**config.mk**
```make
export PLATFORM = sky130hd
export DESIGN_NAME = i2c_wdt
export DESIGN_NICKNAME = d
export VERILOG_FILES = /design/src/rtl/i2c_wdt_pkg.sv /design/src/rtl/i2c_wdt_sync.sv /design/src/rtl/i2c_wdt_ctl.sv /design/src/rtl/i2c_wdt_cnt.sv /design/src/rtl/i2c_wdt_flag.sv /design/src/rtl/i2c_wdt.sv
export SDC_FILE = /design/constraint.sdc
export NUM_CORES = 1
export LEC_CHECK = 0
export ABC_AREA = 1
export BUFFER_PORTS_ARGS = -buffer_cell sky130_fd_sc_hd__buf_4
export CORE_MARGIN = 2
export CORE_UTILIZATION = 40
export CTS_CLUSTER_DIAMETER = 40
export DETAILED_ROUTE_END_ITERATION = 10
export GPL_TIMING_DRIVEN = 0
export PLACE_DENSITY_LB_ADDON = 0.2
export SLEW_MARGIN = 25
export SYNTH_ARGS = -nofsm -noshare
export SYNTH_HDL_FRONTEND = slang
export SYNTH_SLANG_ARGS = --single-unit
```
**constraint.sdc**
```tcl
create_clock -name clk -period 4.55 [get_ports clk]
set_clock_uncertainty 0.2 [all_clocks]
set_input_delay 1.1375 -clock clk [delete_from_list [all_inputs] [get_ports clk]]
set_output_delay 1.1375 -clock clk [all_outputs]
set_load 0.01 [all_outputs]
```
**src/rtl/i2c_wdt_pkg.sv**
```systemverilog
// Package: shared types and the speed-select decode for the I2C bus watchdog.
// Assumes a 2-bit speed select; the interval table lives only here.
package i2c_wdt_pkg;

    // Operating mode derived from the interface enables and the run bit.
    typedef enum logic [1:0] {
        MODE_OFF  = 2'd0,
        MODE_MIN  = 2'd1,
        MODE_FULL = 2'd2
    } wdt_mode_e;

    // Minimum-interval length in cycles for a given speed select.
    function automatic int unsigned min_cycles(input logic [1:0] sel);
        int unsigned n;
        case (sel)
            2'b10:   n = 7;
            2'b01:   n = 6;
            2'b00:   n = 5;
            default: n = 4;
        endcase
        return n;
    endfunction

endpackage

```
**src/rtl/i2c_wdt_sync.sv**
```systemverilog
// Module: multi-stage synchronizer with a change detector for the SCL level.
// Assumes STAGES >= 2 and an idle-high line; toggle pulses for one cycle
// after a new level reaches the last synchronizer stage.
module i2c_wdt_sync #(
    parameter int   STAGES  = 2,
    parameter logic RST_VAL = 1'b1
) (
    input  logic clk,
    input  logic rst_n,
    input  logic din,
    output logic dout,
    output logic toggle
);

    logic [STAGES-1:0] pipe;
    logic              last;

    // Shift the raw level through the synchronizer and remember the prior level.
    always_ff @(posedge clk) begin
        if (!rst_n) begin
            pipe <= {STAGES{RST_VAL}};
            last <= RST_VAL;
        end else begin
            pipe <= {pipe[STAGES-2:0], din};
            last <= pipe[STAGES-1];
        end
    end

    assign dout   = pipe[STAGES-1];
    assign toggle = pipe[STAGES-1] ^ last;

endmodule

```
**src/rtl/i2c_wdt_ctl.sv**
```systemverilog
// Module: mode decode, frame tracking and restart generation.
// Assumes start/stop detect inputs are single-cycle pulses in this clock domain.
module i2c_wdt_ctl
    import i2c_wdt_pkg::*;
#(
    parameter int N_EN = 3
) (
    input  logic            clk,
    input  logic            rst_n,
    input  logic [N_EN-1:0] if_en,
    input  logic            run,
    input  logic            start_det,
    input  logic            stop_det,
    input  logic            scl_toggle,
    output wdt_mode_e       mode,
    output logic            active,
    output logic            restart,
    output logic            hang_chk
);

    logic in_frame;

    // Decode the operating mode from the enables and the run bit.
    always_comb begin
        if (if_en == '0)
            mode = MODE_OFF;
        else if (run)
            mode = MODE_FULL;
        else
            mode = MODE_MIN;
    end

    // Track whether a bus frame is open: start opens, stop closes, off resets.
    always_ff @(posedge clk) begin
        if (!rst_n)
            in_frame <= 1'b0;
        else if (mode == MODE_OFF)
            in_frame <= 1'b0;
        else if (start_det)
            in_frame <= 1'b1;
        else if (stop_det)
            in_frame <= 1'b0;
    end

    // Any bus event restarts the timer while an interface is enabled.
    always_comb begin
        active   = (mode != MODE_OFF);
        restart  = active && (start_det || stop_det || scl_toggle);
        hang_chk = (mode == MODE_FULL) && in_frame;
    end

endmodule

```
**src/rtl/i2c_wdt_cnt.sv**
```systemverilog
// Module: split counter. Low bits time the minimum interval after a preload,
// high bits extend the range for hang detection only while hang_chk is high.
// Assumes LOW_W is wide enough that 2**LOW_W exceeds the largest interval.
module i2c_wdt_cnt
    import i2c_wdt_pkg::*;
#(
    parameter int CNT_W = 10,
    parameter int LOW_W = 3
) (
    input  logic       clk,
    input  logic       rst_n,
    input  logic       active,
    input  logic       restart,
    input  logic       hang_chk,
    input  logic [1:0] sel,
    output logic       min_done,
    output logic       overflow
);

    localparam int          HI_W    = CNT_W - LOW_W;
    localparam int unsigned LO_SPAN = 1 << LOW_W;

    logic [LOW_W-1:0] lo;
    logic [HI_W-1:0]  hi;
    logic [LOW_W-1:0] preload;
    logic             lo_wrap;
    logic             hi_wrap;

    // Preload so that the low bits wrap after exactly the selected interval.
    always_comb begin
        preload = LOW_W'(LO_SPAN - min_cycles(sel));
        lo_wrap = &lo;
        hi_wrap = &hi;
        overflow = hang_chk && !restart && lo_wrap && hi_wrap;
    end

    // Low bits: cleared when off, preloaded on restart, otherwise free-running.
    always_ff @(posedge clk) begin
        if (!rst_n || !active)
            lo <= '0;
        else if (restart)
            lo <= preload;
        else
            lo <= lo + 1'b1;
    end

    // High bits: idle at zero unless hang checking, then take the low carry.
    always_ff @(posedge clk) begin
        if (!rst_n || !hang_chk || restart)
            hi <= '0;
        else if (lo_wrap)
            hi <= hi + 1'b1;
    end

    // Interval flag: set on the first low-bit wrap after a restart.
    always_ff @(posedge clk) begin
        if (!rst_n || !active || restart)
            min_done <= 1'b0;
        else if (lo_wrap)
            min_done <= 1'b1;
    end

endmodule

```
**src/rtl/i2c_wdt_flag.sv**
```systemverilog
// Module: sticky event flag; a set takes precedence over a clear in one cycle.
// Assumes clr is a single-cycle software write pulse.
module i2c_wdt_flag (
    input  logic clk,
    input  logic rst_n,
    input  logic set,
    input  logic clr,
    output logic flag
);

    // Hold the flag from the set until an explicit clear.
    always_ff @(posedge clk) begin
        if (!rst_n)
            flag <= 1'b0;
        else if (set)
            flag <= 1'b1;
        else if (clr)
            flag <= 1'b0;
    end

endmodule

```
**src/rtl/i2c_wdt.sv**
```systemverilog
// Module: I2C bus timing watchdog top. Combines SCL synchronization, mode
// control, the split interval/hang counter and the sticky hang flag.
// Assumes start_det/stop_det/hang_clr are synchronous one-cycle pulses.
module i2c_wdt
    import i2c_wdt_pkg::*;
#(
    parameter int CNT_W       = 10,
    parameter int LOW_W       = 3,
    parameter int SYNC_STAGES = 2
) (
    input  logic       clk,
    input  logic       rst_n,
    input  logic       en_slave,
    input  logic       en_mreq,
    input  logic       en_master,
    input  logic       tmr_run,
    input  logic [1:0] spd_sel,
    input  logic       scl_in,
    input  logic       start_det,
    input  logic       stop_det,
    input  logic       hang_clr,
    output logic       min_elapsed,
    output logic       hang_irq
);

    localparam int N_EN = 3;

    logic            scl_sync;
    logic            scl_toggle;
    logic [N_EN-1:0] if_en;
    wdt_mode_e       mode;
    logic            active;
    logic            restart;
    logic            hang_chk;
    logic            overflow;

    assign if_en = {en_master, en_mreq, en_slave};

    i2c_wdt_sync #(
        .STAGES  (SYNC_STAGES),
        .RST_VAL (1'b1)
    ) u_sync (
        .clk    (clk),
        .rst_n  (rst_n),
        .din    (scl_in),
        .dout   (scl_sync),
        .toggle (scl_toggle)
    );

    i2c_wdt_ctl #(
        .N_EN (N_EN)
    ) u_ctl (
        .clk        (clk),
        .rst_n      (rst_n),
        .if_en      (if_en),
        .run        (tmr_run),
        .start_det  (start_det),
        .stop_det   (stop_det),
        .scl_toggle (scl_toggle),
        .mode       (mode),
        .active     (active),
        .restart    (restart),
        .hang_chk   (hang_chk)
    );

    i2c_wdt_cnt #(
        .CNT_W (CNT_W),
        .LOW_W (LOW_W)
    ) u_cnt (
        .clk      (clk),
        .rst_n    (rst_n),
        .active   (active),
        .restart  (restart),
        .hang_chk (hang_chk),
        .sel      (spd_sel),
        .min_done (min_elapsed),
        .overflow (overflow)
    );

    i2c_wdt_flag u_flag (
        .clk   (clk),
        .rst_n (rst_n),
        .set   (overflow),
        .clr   (hang_clr),
        .flag  (hang_irq)
    );

    // The synchronized level itself is only needed for its change detect.
    logic unused_ok;
    assign unused_ok = scl_sync ^ (mode == MODE_MIN);

endmodule

```
==> reports/qor.csv <==
stage,metric,value,unit
run_status,status,completed,
yosys,simple-gate area share of the yosys netlist,0.2889,
power,power per cell area,290.9,nW/um^2
worst_setup_path,Crit. End Element,output pin,
floorplanning,Starting Density,0.4290,
worst_setup_path,slowest cell on the critical path,dfxtp_1,
worst_setup_path,WP buf/inv,1,
place,dpl ws,2212,ps
cells_and_area,"Core Util, Final",0.5246,
floorplanning,die height,47.03,microns
sta,Fin Setup TNS,0,ps
worst_setup_path,arrival time worst endpoint,760,ps
yosys,Netlist cell types,18,
yosys,Syn. warnings,0,
route,Post-Route WL,1154,microns
yosys,sequential share of the synthesized area,0.4324,
clock_network,CTS Hold Buffers Added,0,
sta,final hold slack,215.4,ps
yosys,Post-Synth XOR/XNOR Area,0.04730,
route,Post-DRT Antenna Nets,0,
worst_setup_path,startpoint types,register,
route,Pre-Repair DR Iteration Count,2,
clock_network,"Clk pin slew, worst setup/hold paths",90,ps
floorplanning,I/O Pins,14,
floorplanning,Core Region,1727,sq um
floorplanning,# rows,15,
global_routing,vias in the first global route,553,
route,vias per cell,4.368,
global_routing,GRT Util Overall,0.1370,
clock_network,clk buf depth,2,
cells_and_area,share of cells above drive strength 1,0.1982,
yosys,Adder-Cell Fraction of Synth Area,0.1014,
yosys,syn_area_per_cell,7.880,sq um
route,DRT iter0 DRCs,2,
sta,RSZ-0062 raised after global routing,no,
route,Vias,594,
worst_setup_path,crit-path cells,buf_4,
clock_network,TritonCTS clock tree,done,
yosys,cells after synthesis,94,
clock_network,PostCTS Resize Cnt,0,
global_routing,antenna violations before repair,0,
clock_network,clock root buffer,clkbuf_4,
sta,worst-margin pin slew,245.3,ps
clock_network,clock buffers created by TritonCTS,3,
yosys,Yosys top cell area share,0.4324,
yosys,mux cell area share after synthesis,0,
place,IO buf count,13,
sta,final setup margin,2448,ps
cells_and_area,nets,130,
cells_and_area,area grow syn2layout,22.30,%
power,leakage,0.4443,nW
hold_path,Hold Crit Class,reg -> reg,
route,drt drc,0,
sta,pins over their slew limit,0,
worst_setup_path,Setup Crit Path Kind,reg -> out,
place,RePlAce Congestion,0.8014,
yosys,syn nets,112,
power,VDD IR max,0.1897,mV
cells_and_area,antenna cells,0,
route,per-cell routed wire length,8.485,microns
sta,Final Hold Fails,0,
yosys,"area leader, netlist",dfxtp_1,
yosys,main area contributors after synthesis,"dfxtp_1 43%, nand2_1 12%, ha_1 10%",
global_routing,grt total ovfl,0,
sta,Max Fclk,475.8,MHz
yosys,Synth Cell Area,740.7,sq um
clock_network,Worst-Skew Late Latency,290,ps
place,Post-DP HPWL,913.8,microns
global_routing,pin count of the biggest net entering global routing,10,
worst_setup_path,WP data required,3210,ps
sta,Tmin final,2102,ps
flow_run,number of max-cap violations,0,
clock_network,setup bufs post-CTS,0,
worst_setup_path,critical path peak fanout,2,
yosys,post-synthesis compound-gate area fraction,0.06926,
worst_setup_path,Crit path max-delay family,flip-flops,
sta,Slew HR,0.8365,
yosys,#FFs+latches synth,16,
yosys,largest family of logic cells by synthesized area,simple AND/OR/NAND/NOR gates,
cells_and_area,"most common cell after layout, fill and taps aside",nand2_1,
floorplanning,Die Area,2212,sq um
sta,# setup viols final,0,
clock_network,Clock Sinks,16,
floorplanning,Die Width,47.03,microns
sta,final period utilization,0.4619,
global_routing,global-route wire length before repair,2090,microns
clock_network,H-tree depth,1,
worst_setup_path,crit-path max cell delay,350,ps
cells_and_area,most frequent cells in the layout,"24 x nand2_1, 16 x dfxtp_1, 13 x buf_4",
[per-layer routing]
metal	global-route usage	up-vias	wire, microns
met1	0.1529	258	550
met2	0.2247	10	542
li1	-	324	-
met3	0.05769	2	53
met4	0.06667	0	6
met5	0	-	0
[kinds of logic (layout without fill, tap and decap cells)]
group	count (synthesis)	in the layout
compound gates	8	8
buf+inv	12	29
fa+ha+maj	6	6
xor+xnor	4	4
simple gates	48	48
flops	16	16
[power by group]
group / internal [mW] / leakage [nW] / switching [mW] / total (mW)
logic: 0.0127 / 0.293 / 0.0120 / 0.0246
registers: 0.144 / 0.130 / 0.00142 / 0.145
clock network: 0.0488 / 0.0210 / 0.0449 / 0.0937
total: 0.205 / 0.444 / 0.0583 / 0.264
[area by class of cell]
cell class	instances	area, sq um
inverters	12	45.04
multi-input cells	66	375.4
fillers	183	820.8
clock buffers	4	36.28
well taps	25	31.28
flip-flops and latches	16	320.3
repair buffers	13	97.59
[path summary, 6_finish.rpt]
kind / start / endpoint / slack, ps / depth (start not counted)
hold / removal: u_sync.pipe[0] / u_sync.pipe[1] / 220 / 2
setup / recovery: u_cnt.min_done / min_elapsed / 2450 / 1
setup reg to reg: u_cnt.lo[0] / u_cnt.hi[4] / 2920 / 7
hold reg to reg: u_sync.pipe[0] / u_sync.pipe[1] / 220 / 2
[state kept, by name, summed over array words and instances (netlist names)]
signal          count
u_cnt.hi            7
u_sync.pipe         2
u_flag.flag         1
u_cnt.lo            3
u_ctl.in_frame      1
u_sync.last         1
u_cnt.min_done      1
[cells in the mapped netlist]
cell type / count
ha_1: 6
inv_1: 12
xnor2_1: 2
nor2_2: 1
or2_0: 1
nand2_1: 24
nor2_1: 12
dfxtp_1: 16
nand2_2: 1
a21oi_1: 4
a21oi_2: 1
xor2_1: 2
nor2_4: 1
nand2_4: 1
nand3b_1: 1
o21bai_1: 1
o21a_1: 2
nand3_1: 6
[through the flow]
step | area (sq um) | instances | power (mW)
final | 905.9 | 136 | 0.2635
after global routing | 905.9 | 136 | 0.2805
after CTS | 905.9 | 136 | 0.2704
after detailed placement | 869.6 | 132 | 0.1736
after global placement | 869.6 | 132 | 0.1731
after floorplan | 740.7 | 94 | 0.1628
Note: power is estimated with default switching activity, not from simulation.
